**config.mk**
```make
export PLATFORM = sky130hd
export DESIGN_NAME = spi_octal_latch
export DESIGN_NICKNAME = d
export VERILOG_FILES = /design/src/rtl/octal_drv_pkg.sv /design/src/rtl/spi_pin_sync.sv /design/src/rtl/frame_shifter.sv /design/src/rtl/out_stage.sv /design/src/rtl/spi_octal_latch.sv
export SDC_FILE = /design/constraint.sdc
export NUM_CORES = 1
export LEC_CHECK = 0
export BUFFER_PORTS_ARGS = -buffer_cell sky130_fd_sc_hd__buf_2
export CAP_MARGIN = 20
export CORE_MARGIN = 3
export CORE_UTILIZATION = 42
export DETAILED_ROUTE_END_ITERATION = 8
export PLACE_DENSITY = 0.69
export SYNTH_ARGS = -nofsm -noshare
export SYNTH_HDL_FRONTEND = slang
export SYNTH_SLANG_ARGS = --single-unit
export TNS_END_PERCENT = 30
```
**constraint.sdc**
```tcl
create_clock -name clk -period 3.45 [get_ports clk]
set_input_delay 0.345 -clock clk [delete_from_list [all_inputs] [get_ports clk]]
set_output_delay 0.345 -clock clk [all_outputs]
set_load 0.02 [all_outputs]
```
**src/rtl/octal_drv_pkg.sv**
```systemverilog
package octal_drv_pkg;

    localparam int CH_N        = 8;
    localparam int DIR_N       = 2;
    localparam int SYNC_STAGES = 2;
    localparam int PHASE_W     = $clog2(CH_N);

    typedef struct packed {
        logic fall;
        logic rise;
    } edge_t;

    // a frame is accepted when it saw clocks and ended on a byte boundary
    function automatic logic frame_ok(input logic seen,
                                      input logic [PHASE_W-1:0] phase);
        return seen && (phase == '0);
    endfunction

endpackage

```
**src/rtl/spi_pin_sync.sv**
```systemverilog
module spi_pin_sync
    import octal_drv_pkg::*;
#(
    parameter int STAGES = SYNC_STAGES
) (
    input  logic  clk,
    input  logic  rst,
    input  logic  cs_n_pin,
    input  logic  sclk_pin,
    input  logic  sdi_pin,
    output edge_t cs_ev,
    output edge_t sclk_ev,
    output logic  cs_act,
    output logic  sdi_bit
);

    logic [STAGES:0] cs_q;
    logic [STAGES:0] ck_q;
    logic [STAGES:0] di_q;

    always_ff @(posedge clk) begin
        if (rst) begin
            cs_q <= '1;
            ck_q <= '0;
            di_q <= '0;
        end else begin
            cs_q <= {cs_q[STAGES-1:0], cs_n_pin};
            ck_q <= {ck_q[STAGES-1:0], sclk_pin};
            di_q <= {di_q[STAGES-1:0], sdi_pin};
        end
    end

    // newest settled sample is STAGES-1, one older is STAGES
    assign cs_ev.fall   = cs_q[STAGES] & ~cs_q[STAGES-1];
    assign cs_ev.rise   = ~cs_q[STAGES] & cs_q[STAGES-1];
    assign sclk_ev.fall = ck_q[STAGES] & ~ck_q[STAGES-1];
    assign sclk_ev.rise = ~ck_q[STAGES] & ck_q[STAGES-1];
    assign cs_act       = ~cs_q[STAGES];
    assign sdi_bit      = di_q[STAGES-1];

endmodule

```
**src/rtl/frame_shifter.sv**
```systemverilog
module frame_shifter
    import octal_drv_pkg::*;
#(
    parameter int W = CH_N
) (
    input  logic         clk,
    input  logic         rst,
    input  edge_t        cs_ev,
    input  edge_t        sclk_ev,
    input  logic         cs_act,
    input  logic         sdi_bit,
    input  logic [W-1:0] stat,
    output logic [W-1:0] sh,
    output logic         upd
);

    localparam int PW = $clog2(W);

    logic [PW-1:0] phase;
    logic          seen;

    always_ff @(posedge clk) begin
        if (rst) begin
            sh    <= '0;
            phase <= '0;
            seen  <= 1'b0;
        end else if (cs_ev.fall) begin
            sh    <= stat;
            phase <= '0;
            seen  <= 1'b0;
        end else if (cs_act && sclk_ev.fall) begin
            sh    <= {sh[W-2:0], sdi_bit};
            phase <= phase + 1'b1;
            seen  <= 1'b1;
        end
    end

    assign upd = cs_ev.rise && frame_ok(seen, phase);

endmodule

```
**src/rtl/out_stage.sv**
```systemverilog
module out_stage
    import octal_drv_pkg::*;
#(
    parameter int W  = CH_N,
    parameter int ND = DIR_N
) (
    input  logic          clk,
    input  logic          rst,
    input  logic          upd,
    input  logic [W-1:0]  sh,
    input  logic [ND-1:0] dir_n,
    output logic [W-1:0]  lat,
    output logic [W-1:0]  drv_on
);

    always_ff @(posedge clk) begin
        if (rst)      lat <= '0;
        else if (upd) lat <= sh;
    end

    for (genvar i = 0; i < W; i++) begin : g_ch
        if (i < ND) begin : g_direct
            assign drv_on[i] = ~rst & (lat[i] | ~dir_n[i]);
        end else begin : g_serial
            assign drv_on[i] = ~rst & lat[i];
        end
    end

endmodule

```
**src/rtl/spi_octal_latch.sv**
```systemverilog
module spi_octal_latch
    import octal_drv_pkg::*;
#(
    parameter int CH = CH_N,
    parameter int ND = DIR_N
) (
    input  logic          clk,
    input  logic          rst,
    input  logic          ext_rst_n,
    input  logic          uv_rst,
    input  logic          cs_n,
    input  logic          sclk,
    input  logic          sdi,
    input  logic [CH-1:0] stat_in,
    input  logic [ND-1:0] dir_n,
    output logic          sdo,
    output logic          sdo_oe,
    output logic [CH-1:0] drv_on
);

    logic          rst_any;
    edge_t         cs_ev;
    edge_t         sclk_ev;
    logic          cs_act;
    logic          sdi_bit;
    logic [CH-1:0] sh;
    logic          upd;
    logic [CH-1:0] lat;

    assign rst_any = rst | ~ext_rst_n | uv_rst;

    spi_pin_sync #(.STAGES(SYNC_STAGES)) i_sync (
        .clk      (clk),
        .rst      (rst_any),
        .cs_n_pin (cs_n),
        .sclk_pin (sclk),
        .sdi_pin  (sdi),
        .cs_ev    (cs_ev),
        .sclk_ev  (sclk_ev),
        .cs_act   (cs_act),
        .sdi_bit  (sdi_bit)
    );

    frame_shifter #(.W(CH)) i_shift (
        .clk     (clk),
        .rst     (rst_any),
        .cs_ev   (cs_ev),
        .sclk_ev (sclk_ev),
        .cs_act  (cs_act),
        .sdi_bit (sdi_bit),
        .stat    (stat_in),
        .sh      (sh),
        .upd     (upd)
    );

    out_stage #(.W(CH), .ND(ND)) i_out (
        .clk    (clk),
        .rst    (rst_any),
        .upd    (upd),
        .sh     (sh),
        .dir_n  (dir_n),
        .lat    (lat),
        .drv_on (drv_on)
    );

    assign sdo    = sh[CH-1];
    assign sdo_oe = cs_act;

endmodule

```
; After elaboration in Yosys (flattened, before gate mapping)
; Cells that the tools add are included.
[totals]
regBits = 28
in_bits = 17
out_inout_bits = 10
[classes]
n_reduce_logical = 6
muxes = 2
n_bitwise = 22
n_addsub = 1
[op_table]
columns = op, count
row1 = $mux W8, 2
row2 = $and A1 B1 Y1, 11
row3 = $not A1 Y1, 7
row4 = $or A1 B1 Y1, 4
row5 = $add A3 B1 Y3 const B, 1
row6 = $logic_and A1 B1 Y1, 3
row7 = $logic_not A3 Y1, 1
row8 = $reduce_bool A2 Y1, 1
row9 = $reduce_or A2 Y1, 1

; Logic depth before layout (Yosys ltp)
; Gate-level depths: netlist of run 1.
[logic_depth]
ltp_word = 5
depth_mapped = 6
mapped_depth_nobuf = 5

; Modules after synthesis
; Synthesis of run 1 repeated with hierarchy kept, for this count alone.
[hier_totals]
cells_unflattened = 123
area_unflattened_um2 = 1331.3
[by_module_without_submodules]
columns = mod, instances, area_per_inst_um2, cells_per_inst, seq_area_each_um2
row1 = frame_shifter, 1, 739.5, 65, 240.2
row2 = out_stage, 1, 344.1, 36, 160.2
row3 = spi_pin_sync, 1, 239.0, 21, 160.2
row4 = spi_octal_latch, 1, 8.8, 1, 0.0

; Worst setup path before layout of run 1
; No wires, ideal clock.
[synth_path]
path_kind = input to output
from = in rst
to = out drv_on[0]
required_time_ps = 3105
arrival_ps = 1266
stages = 3
n_path_buf = 1
path_slack_ps = 1839
cell_sequence = or3b_1 > clkbuf_1 > a21oi_1
[synth_between]
elab_chain_cells = 4
[synth_lines]
columns = element, line_no
row1 = "start, declared", spi_octal_latch.sv:8  ; input logic rst,
row2 = $or A1 B1 Y1 (2 in a row), spi_octal_latch.sv:30  ; assign rst_any = rst | ~ext_rst_n | uv_rst;
row3 = $not A1 Y1, out_stage.sv:23  ; assign drv_on[i] = ~rst & (lat[i] | ~dir_n[i]);
row4 = $and A1 B1 Y1, out_stage.sv:23
row5 = "end, declared", spi_octal_latch.sv:18  ; output logic [CH-1:0] drv_on
; Every way passes these cells.

; Worst setup path in the final report of run 1
[layout_path]
from = in rst
to = out drv_on[6]
[layout_between]
elab_chain_cells = 4
[layout_lines]
columns = element, line_no
row1 = $or A1 B1 Y1 (2 in a row), spi_octal_latch.sv:30
row2 = $not A1 Y1, out_stage.sv:25  ; assign drv_on[i] = ~rst & lat[i];
row3 = $and A1 B1 Y1, out_stage.sv:25
; Every way passes these cells.

==> impl_metrics.ini, run 1 <==
[run_status]
status = complete, no violations

[synthesis]
synth_cell_types = 26
syn_area_um2 = 1140
synth_ff_type = dfxtp_1
synthCells = 128
synth_seq_cells = 28
syn-num-nets = 147
yosys_warnings = 0
synth_edf_count = 0
synthArstFlopShare = 0
synth.yosys.seq_area_share = 0.490
synth_area_per_cell_um2 = 8.93

[placed_design]
dp.cells = 177
pre_cts_ws_ns = 1.47
gp_congestion = 0.696
dp_hpwl_um = 1490
place_area_um2 = 1280
portBuffers = 26

[final_layout]
final_util = 0.529
antennaDiodeCount = 0
nNetsFinal = 171
final_cells = 181
fillCellCount = 251
regArea_um2 = 561
drive_gt1_frac = 0.225
area_delta_synth_final_pct = 16.7
final_area_um2 = 1340
multiInputGateArea_um2 = 502

[setup_path]
worstPathMaxFanout = 26
startpoint_type = input pin
cp.arrival_ns = 1.61
required_ns = 3.11
end_kind = output pin
criticalPathCategory = input pin to output pin
rrSetupSlack_ns = 1.56

[route]
routedWlPerCell_um = 11.2
drt-total-wl_um = 2020
vias_per_cell = 5.09
via_count = 922
dr.pass1.iters = 4
drc = 0
drtIter0Drc = 20
antenna_left = 0

[clocking]
cts-root-buf = clkbuf_4
post_cts_buffers = 0
cts.htree.levels = 1
clk_pin_slew_ns = 0.14
cts_buffers = 3
cts_num_sinks = 28
clkLatencyLatePin_ns = 0.32
cts_tree = yes
cts_hold_buf = 0
cts_buffer_depth = 2
cts_resized = 0

[sta]
setup_viol = 0
rsz0062_at_grt = no
tightest_slew_ns = 0.936
fin_crit_sh = 0.567
fin_hold_ws_ns = 0.194
max_freq_mhz = 511
finalWorstSetupSlack_ns = 1.49
layout_min_cycle_time_ns = 1.96
max-slew-margin-rel = 0.374
report.final.slew_viol_count = 0
hold_viol = 0
setup-tns-final_ns = 0
fin_skew_ns = 0.00446

[min_path]
worstHoldPathType = input pin to register

[power]
combPwrFrac = 0.036
leakage_nw = 0.568
seq_power_share = 0.586
power_mw = 0.554
p_per_area_nw_per_um2 = 415
clkPwrFrac = 0.378
switchingPower_mw = 0.102
ir_worst_vdd_uv = 234
p_sw_frac = 0.185
p_int_mw = 0.452

[floorplan]
die_area_um2 = 3380
start_util = 0.453
core_um2 = 2520
io_pins = 27
num_rows = 18
fp.dieH_um = 58.2
die_x_um = 58.2

[job]
drv_cap = 0

[global_routing]
grt_remaining_overflow = 0
grt.total_usage = 0.135
grt_pass1_wl_um = 3570
first_global_vias = 797
antenna_found_initial = 0
grt_max_degree = 27
cell families (layout without fill, tap and decap cells):
| group | after synthesis | count (layout) | share of synthesized area |
|---|---|---|---|
| xor gates and xnor gates | 1 | 1 | 0.00766 |
| muxes | 6 | 6 | 0.0525 |
| DFF | 28 | 28 | 0.490 |
| buffers and inverters | 20 | 43 | 0.0711 |
| adders and majority gates | 2 | 2 | 0.0219 |
| and+or+nand+nor | 51 | 51 | 0.245 |
| AOI/OAI and AO/OA | 20 | 20 | 0.112 |
sequential cells by signal (all words and copies together) (netlist names):
| signal | flops |
|---|---|
| i_out.lat | 8 |
| i_shift.phase | 3 |
| i_shift.seen | 1 |
| i_shift.sh | 8 |
| i_sync.ck_q | 3 |
| i_sync.cs_q | 3 |
| i_sync.di_q | 2 |
worst paths after layout:
kind | from | endpoint | depth (start not counted)
setup reg to reg | i_shift.phase[0]$_SDFFE_PP0P_ | i_out.lat[2]$_SDFFE_PP0P_ | 5
setup / recovery | rst | drv_on[6] | 5
hold reg to reg | i_sync.cs_q[0]$_SDFF_PP1_ | i_sync.cs_q[1]$_SDFF_PP1_ | 1
hold / removal | cs_n | i_sync.cs_q[0]$_SDFF_PP1_ | 2
synth_stat cells, drive strengths merged (2+ instances only):
master	instances	area, um^2
or3b	2	17.5
a21oi	9	45.0
nor2b	2	12.5
nor2	6	22.5
inv	12	45.0
mux2i	6	60.1
and2	5	31.3
dfxtp	28	561
o21ai	4	20.0
nor3	6	30.0
ha	2	25.0
a22oi	5	37.5
nor3b	2	26.3
nand2	15	56.3
nand4b	2	17.5
o31ai	2	25.0
nand2b	4	25.0
nand3	5	25.0
buf	3	17.5
clkbuf	5	18.8
cell type report:
cell class | instances | share of cell area
flip-flops and latches | 28 | 0.420
multi-input cells | 80 | 0.376
repair buffers | 27 | 0.103
inverters | 12 | 0.0337
well taps | 30 | 0.0281
clock inverters | 1 | 0.0225
clock buffers | 3 | 0.0169
cell usage in the layout, fill, tap and decap left out:
cell       count
xnor2_1        1
o21ai_1        1
nand2b_1       4
bufinv_16      1
o31ai_2        2
buf_2         26
mux2i_1        6
nor2_1         6
or3b_1         2
nand3_1        5
o21ai_0        3
nand4b_1       2
nor2b_1        2
and2_1         5
nand2_1       15
a21oi_1        9
ha_1           2
nor3b_4        1
inv_1         12
dfxtp_1       28
buf_4          1
or3_1          1
nor3b_1        1
a22oi_1        5
clkbuf_4       3
nor3_1         6
and4b_1        1
per-layer routing:
metal  routed length, um  track usage  share of wire  up-vias
li1                    -            -              -      471
met1                 981        0.187           0.49      421
met2                 895        0.210           0.44       26
met3                 120       0.0334          0.059        4
met4                  24       0.0397          0.012        0
met5                   0            0              0        -
worst max-delay path, stage by stage:
cell and delay (ns):
buf_2 0.12, nor3b_4 0.74, nand2_1 0.17, inv_1 0.08, buf_2 0.16
power groups by stage:
stage          clock network [mW]  logic [mW]  registers, mW
2_1_floorplan                   0     0.00885          0.332
3_3_place_gp                    0      0.0196          0.332
3_5_place_dp                    0      0.0200          0.332
6_report                    0.210      0.0198          0.325
5_1_grt                     0.230      0.0223          0.325
4_1_cts                     0.217      0.0201          0.325
No activity file was read; power rests on OpenSTA's default activity.
==> run 2: changes to the inputs <==
--- a/config.mk
+++ b/config.mk
@@ -5,12 +5,13 @@
 export SDC_FILE = /design/constraint.sdc
 export NUM_CORES = 1
 export LEC_CHECK = 0
+export ABC_AREA = 1
 export BUFFER_PORTS_ARGS = -buffer_cell sky130_fd_sc_hd__buf_2
 export CAP_MARGIN = 20
 export CORE_MARGIN = 3
 export CORE_UTILIZATION = 42
 export DETAILED_ROUTE_END_ITERATION = 8
-export PLACE_DENSITY = 0.69
+export PLACE_DENSITY = 0.7
 export SYNTH_ARGS = -nofsm -noshare
 export SYNTH_HDL_FRONTEND = slang
 export SYNTH_SLANG_ARGS = --single-unit
==> constraint.sdc (replaced) <==
create_clock -name clk -period 1.7 [get_ports clk]
set_input_delay 0.17 -clock clk [delete_from_list [all_inputs] [get_ports clk]]
set_output_delay 0.17 -clock clk [all_outputs]
set_load 0.02 [all_outputs]
==> impl_metrics.ini, run 2 <==
[global_routing]
grtUsageMet2 = 0.229
grt_use_met1 = 0.172
grt_pass1_wl_um = 3900
grt_max_degree = 19
grt.met3_usage = 0.0377
grt.total_usage = 0.138
grt-busiest-layer = met2
first_global_vias = 949
grt_remaining_overflow = 0
antenna_found_initial = 0

[floorplan]
num_rows = 19
core_um2 = 2850
io_pins = 27
die_x_um = 61.6
die_area_um2 = 3800
start_util = 0.455
fp.dieH_um = 61.6

[placed_design]
dp_hpwl_um = 1710
portBuffers = 26
gp_congestion = 0.801

[sta]
report.final.slew_viol_count = 0
setup_viol = 0
tightest_slew_ns = 0.512
max_freq_mhz = 758
layout_min_cycle_time_ns = 1.32
rsz0062_at_grt = no
setup-tns-final_ns = 0
max-slew-margin-rel = 0.658
fin_crit_sh = 0.776
hold_viol = 0
fin_hold_ws_ns = 0.0289
fin_skew_ns = 0.00349

[clocking]
cts_num_sinks = 28
cts_resized = 0
clk_pin_slew_ns = 0.14
cts_hold_buf = 0
cts.htree.levels = 1
cts_buffers = 3
cts-root-buf = clkbuf_4
clkLatencyLatePin_ns = 0.32
cts_buffer_depth = 2
post_cts_buffers = 0
cts_tree = yes

[route]
drtIter0Drc = 36
antenna_left = 0
vias_per_cell = 4.68
dr.pass1.iters = 4
via_count = 1113
drt-total-wl_um = 2270
drc = 0
routedWlPerCell_um = 9.55

[final_layout]
area_delta_synth_final_pct = 11.5
layout_commonest_cell = nand2_1
nNetsFinal = 228
final_util = 0.507
reg_top3 = i_out.lat: 8 flops, i_shift.sh: 8 flops
mostFrequentLayoutCells = nand2_1 (48), inv_1 (28), dfxtp_1 (28), nor2_1 (27), buf_2 (26)
drive_gt1_frac = 0.208
antennaDiodeCount = 0

[synthesis]
synthCells = 182
synthArstFlopShare = 0
syn-num-nets = 201
yosysMostFrequentCell = nand2_1
yosys_warnings = 0
synth_seq_cells = 28
synth.largest_area_cell = dfxtp_1
syn_area_um2 = 1300
synth_area_leaders = dfxtp_1 (43%), nand2_1 (14%), inv_1 (8.1%)
synth_ff_type = dfxtp_1
synth.yosys.seq_area_share = 0.432
yosys-top-cells-count = nand2_1 (48), dfxtp_1 (28), inv_1 (28), nor2_1 (27), nand3_1 (16)
synth_edf_count = 0
synth_area_per_cell_um2 = 7.14
yosys.area.top_type_share = 0.432
synth_cell_types = 23

[setup_path]
worstPathMaxFanout = 17
required_ns = 1.53
cp_top_family = buffers and inverters
rrSetupSlack_ns = 0.46
criticalPathCategory = input pin to output pin
critPathBufInv = 3
cp_common_cell = buf_2
crit_chain = buf_2 > nor3_1 > inv_1 > a21oi_1 > buf_2
slowest_stage = inv_1
r2r_end = i_shift.sh[7]$_SDFFE_PP0P_
r2r-start = i_sync.cs_q[2]$_SDFF_PP1_
reg2regPathDepth = 5
startpoint_type = input pin
cp.arrival_ns = 1.15
end_kind = output pin
critPathMaxStageDelay_ns = 0.28

[job]
drv_cap = 0

[min_path]
worstHoldPathType = input pin to register
holdPathStages = 2
min-delay-start = cs_n
min_to = i_sync.cs_q[0]$_SDFF_PP1_

[power]
ir_worst_vdd_uv = 494
p_per_area_nw_per_um2 = 669
leakage_nw = 0.607

[run_status]
status = complete, no violations
run 2: cell count changes in the layout (fill, tap and decap cells not counted), moves of 5 or more:
cell	change
inv_1	+16
nor3_1	-5
mux2i_1	-6
nand2_1	+33
nor2_1	+21
a22oi_1	-5
nand3_1	+11
and2_1	-5
run 2: per-layer routing:
layer,vias up,share of wire
met5,-,0
met4,0,0.011
met3,4,0.054
met2,26,0.47
met1,485,0.47
li1,598,-
run 2: worst max path at each step:
stage | from | end | slack [ns] | cells past startpoint
3_3_place_gp | rst | drv_on[1] | 0.40 | 5
3_5_place_dp | rst | drv_on[0] | 0.37 | 5
2_1_floorplan | rst | drv_on[0] | 0.55 | 4
6_report | rst | drv_on[0] | 0.38 | 5
4_1_cts | rst | drv_on[0] | 0.37 | 5
5_1_grt | rst | drv_on[1] | 0.20 | 5
run 2: through the flow:
stage	instances	total power, mW	area, um^2	setup WS (ns)
4_1_cts	238	0.984	1450	0.367
5_1_grt	238	1.01	1450	0.196
3_5_place_dp	235	0.717	1430	0.372
6_report	238	0.968	1450	0.381
2_1_floorplan	182	0.694	1300	0.547
3_3_place_gp	235	0.717	1430	0.402
run 2: area by class of cell:
cell class / count / area, um^2
clock buffers: 3 / 22.5
multi-input cells: 117 / 558
well taps: 31 / 38.8
inverters: 30 / 115
repair buffers: 29 / 153
flip-flops and latches: 28 / 561
fillers: 300 / 1410
run 2: worst reg2reg max path: stages, from the launching register on:
cell     delay (ns)
dfxtp_1        0.37
inv_4          0.08
nand3_2        0.26
nand2_2        0.26
nand2_1        0.09
a21oi_2        0.11
run 2: report_power, final:
group          leakage, nW  switching (mW)  internal [mW]
Clock               0.0138           0.182         0.0832
Sequential           0.226        0.000759          0.659
Combinational        0.368          0.0225         0.0206
Total                0.607           0.205          0.762
run 2: cell families (layout without fill, tap and decap cells):
| family | after synthesis | count (layout) | synth area share |
|---|---|---|---|
| buffers and inverters | 37 | 62 | 0.139 |
| flip-flops | 28 | 28 | 0.432 |
| AND/OR/NAND/NOR | 100 | 100 | 0.347 |
| adder cells (fa/ha/maj) | 2 | 2 | 0.0193 |
| AO/OA/AOI/OAI | 14 | 14 | 0.0568 |
| XOR/XNOR | 1 | 1 | 0.00674 |
==> run 3: changes to the inputs <==
--- a/config.mk
+++ b/config.mk
@@ -5,13 +5,13 @@
 export SDC_FILE = /design/constraint.sdc
 export NUM_CORES = 1
 export LEC_CHECK = 0
-export ABC_AREA = 1
+export ABC_AREA = 0
 export BUFFER_PORTS_ARGS = -buffer_cell sky130_fd_sc_hd__buf_2
 export CAP_MARGIN = 20
 export CORE_MARGIN = 3
 export CORE_UTILIZATION = 42
 export DETAILED_ROUTE_END_ITERATION = 8
-export PLACE_DENSITY = 0.7
+export PLACE_DENSITY = 0.71
 export SYNTH_ARGS = -nofsm -noshare
 export SYNTH_HDL_FRONTEND = slang
 export SYNTH_SLANG_ARGS = --single-unit
==> constraint.sdc (replaced) <==
create_clock -name clk -period 1.1 [get_ports clk]
set_input_delay 0.11 -clock clk [delete_from_list [all_inputs] [get_ports clk]]
set_output_delay 0.11 -clock clk [all_outputs]
set_load 0.02 [all_outputs]
==> impl_metrics.ini, run 3 (synthesis gave the netlist of run 1 again) <==
[sta]
tightest_slew_ns = 0.330
fin_skew_ns = 0.00264
max-slew-margin-rel = 0.779
setup-tns-final_ns = -1.96
max_freq_mhz = 784
rsz0062_at_grt = yes
setup_viol = 20
finalWorstSetupSlack_ns = -0.176
layout_min_cycle_time_ns = 1.28
hold_viol = 0
fin_crit_sh = 1.16
report.final.slew_viol_count = 0

[placed_design]
pre_cts_ws_ns = -0.249
portBuffers = 26
gp_congestion = 0.752
dp_hpwl_um = 1780

[setup_path]
slowest_stage = dfxtp_2
startpoint_type = register
crit_chain = inv_2 > ha_4 > and4b_1 > nor2b_4 > buf_6 > mux2i_1
end_kind = register
critPathMaxStageDelay_ns = 0.35
critPathBufInv = 2
required_ns = 1.37
worstPathMaxFanout = 6
cp.arrival_ns = 1.54
cp_top_family = simple AND/OR/NAND/NOR gates
criticalPathCategory = register to register

[floorplan]
start_util = 0.453
num_rows = 18
io_pins = 27
fp.dieH_um = 58.2
die_x_um = 58.2
die_area_um2 = 3380
core_um2 = 2520

[final_layout]
fillCellCount = 220
drive_gt1_frac = 0.428
area_delta_synth_final_pct = 40.6
reg_top3 = i_out.lat: 8 flops, i_shift.sh: 8 flops
mostFrequentLayoutCells = dfxtp_1 (24), buf_2 (18), buf_4 (11), nand2_1 (10), buf_6 (9)
layout_commonest_cell = dfxtp_1
regArea_um2 = 568
nNetsFinal = 186
antennaDiodeCount = 0
multiInputGateArea_um2 = 581

[route]
via_count = 1031
antenna_left = 0
drt-total-wl_um = 2410
vias_per_cell = 5.26
drtIter0Drc = 51
routedWlPerCell_um = 12.3
dr.pass1.iters = 5
drc = 0

[clocking]
cts_buffers = 3
cts_tree = yes
clkLatencyLatePin_ns = 0.33
clk_pin_slew_ns = 0.15
cts.htree.levels = 1
cts_buffer_depth = 2
cts-root-buf = clkbuf_4
cts_num_sinks = 28

[global_routing]
grt_pass1_wl_um = 4170
grt_max_degree = 19
antenna_found_initial = 0
grt_remaining_overflow = 0
grt.total_usage = 0.159
first_global_vias = 945

[power]
p_per_area_nw_per_um2 = 1110
leakage_nw = 0.663
power_mw = 1.79
ir_worst_vdd_uv = 784

[job]
drv_cap = 0

[run_status]
failed_checks = negative setup slack
status = finished, violations left

[min_path]
worstHoldPathType = input pin to register
[run 3: cell count changes in the layout (fill, tap and decap cells not counted), sizes merged, moves of 5 or more]
cell   previous run  this run
a21oi            14         9
a22oi             0         5
and2              0         5
buf              29        39
inv              30        12
mux2i             0         6
nand2            51        15
nand3            18         5
nor2             28         6
nor3              1         6
[run 3: metal layers]
layer	global-route usage	vias up	share of wire
met5	0	-	0
met4	0.0497	0	0.0042
met3	0.0334	2	0.094
met2	0.256	54	0.47
met1	0.211	472	0.43
li1	-	503	-
[run 3: power by group]
part | switching (mW) | internal, mW
Clock | 0.309 | 0.368
Combinational | 0.0397 | 0.0508
Sequential | 0.00120 | 1.02
[run 3: cell type report]
cell class,instances,area share
clock buffers,3,0.0140
clock inverters,1,0.0187
inverters,12,0.0280
multi-input cells,80,0.361
flip-flops and latches,28,0.353
well taps,30,0.0233
repair buffers,42,0.202
[run 3: final timing paths]
check | cells past startpoint | end | slack (ns) | from
worst max-delay path | 6 | i_out.lat[6]$_SDFFE_PP0P_ | -0.18 | i_shift.phase[0]$_SDFFE_PP0P_
worst max register to register | 6 | i_out.lat[6]$_SDFFE_PP0P_ | -0.18 | i_shift.phase[0]$_SDFFE_PP0P_
worst min register to register | 1 | i_sync.cs_q[1]$_SDFF_PP1_ | 0.44 | i_sync.cs_q[0]$_SDFF_PP1_
worst min-delay path | 3 | i_shift.sh[0]$_SDFFE_PP0P_ | 0.06 | stat_in[0]
[run 3: worst min-delay path, cell delays in order]
cell and delay [ns]:
buf_2 0.07, a22oi_1 0.07, a21oi_1 0.11
[run 3: what timing repair did]
item                                   4_1_cts  5_1_grt
gates resized for setup                     17       27
endpoints found under the hold margin        3        0
setup endpoints to repair                   22       29
cloned                                       0        0
pin swaps                                    5        5
buffers inserted                             1        0
hold buffers                                 3        0
[run 3: per-stage QoR]
stage	std cells	utilization	hold WS, ns	cell area, um^2
after floorplan	128	-	0.211	1150
after global placement	189	0.551	0.295	1390
after detailed placement	189	0.551	0.300	1390
after CTS	196	0.605	0.0517	1530
after global routing	196	0.637	0.0602	1610
final	196	0.637	0.0581	1610
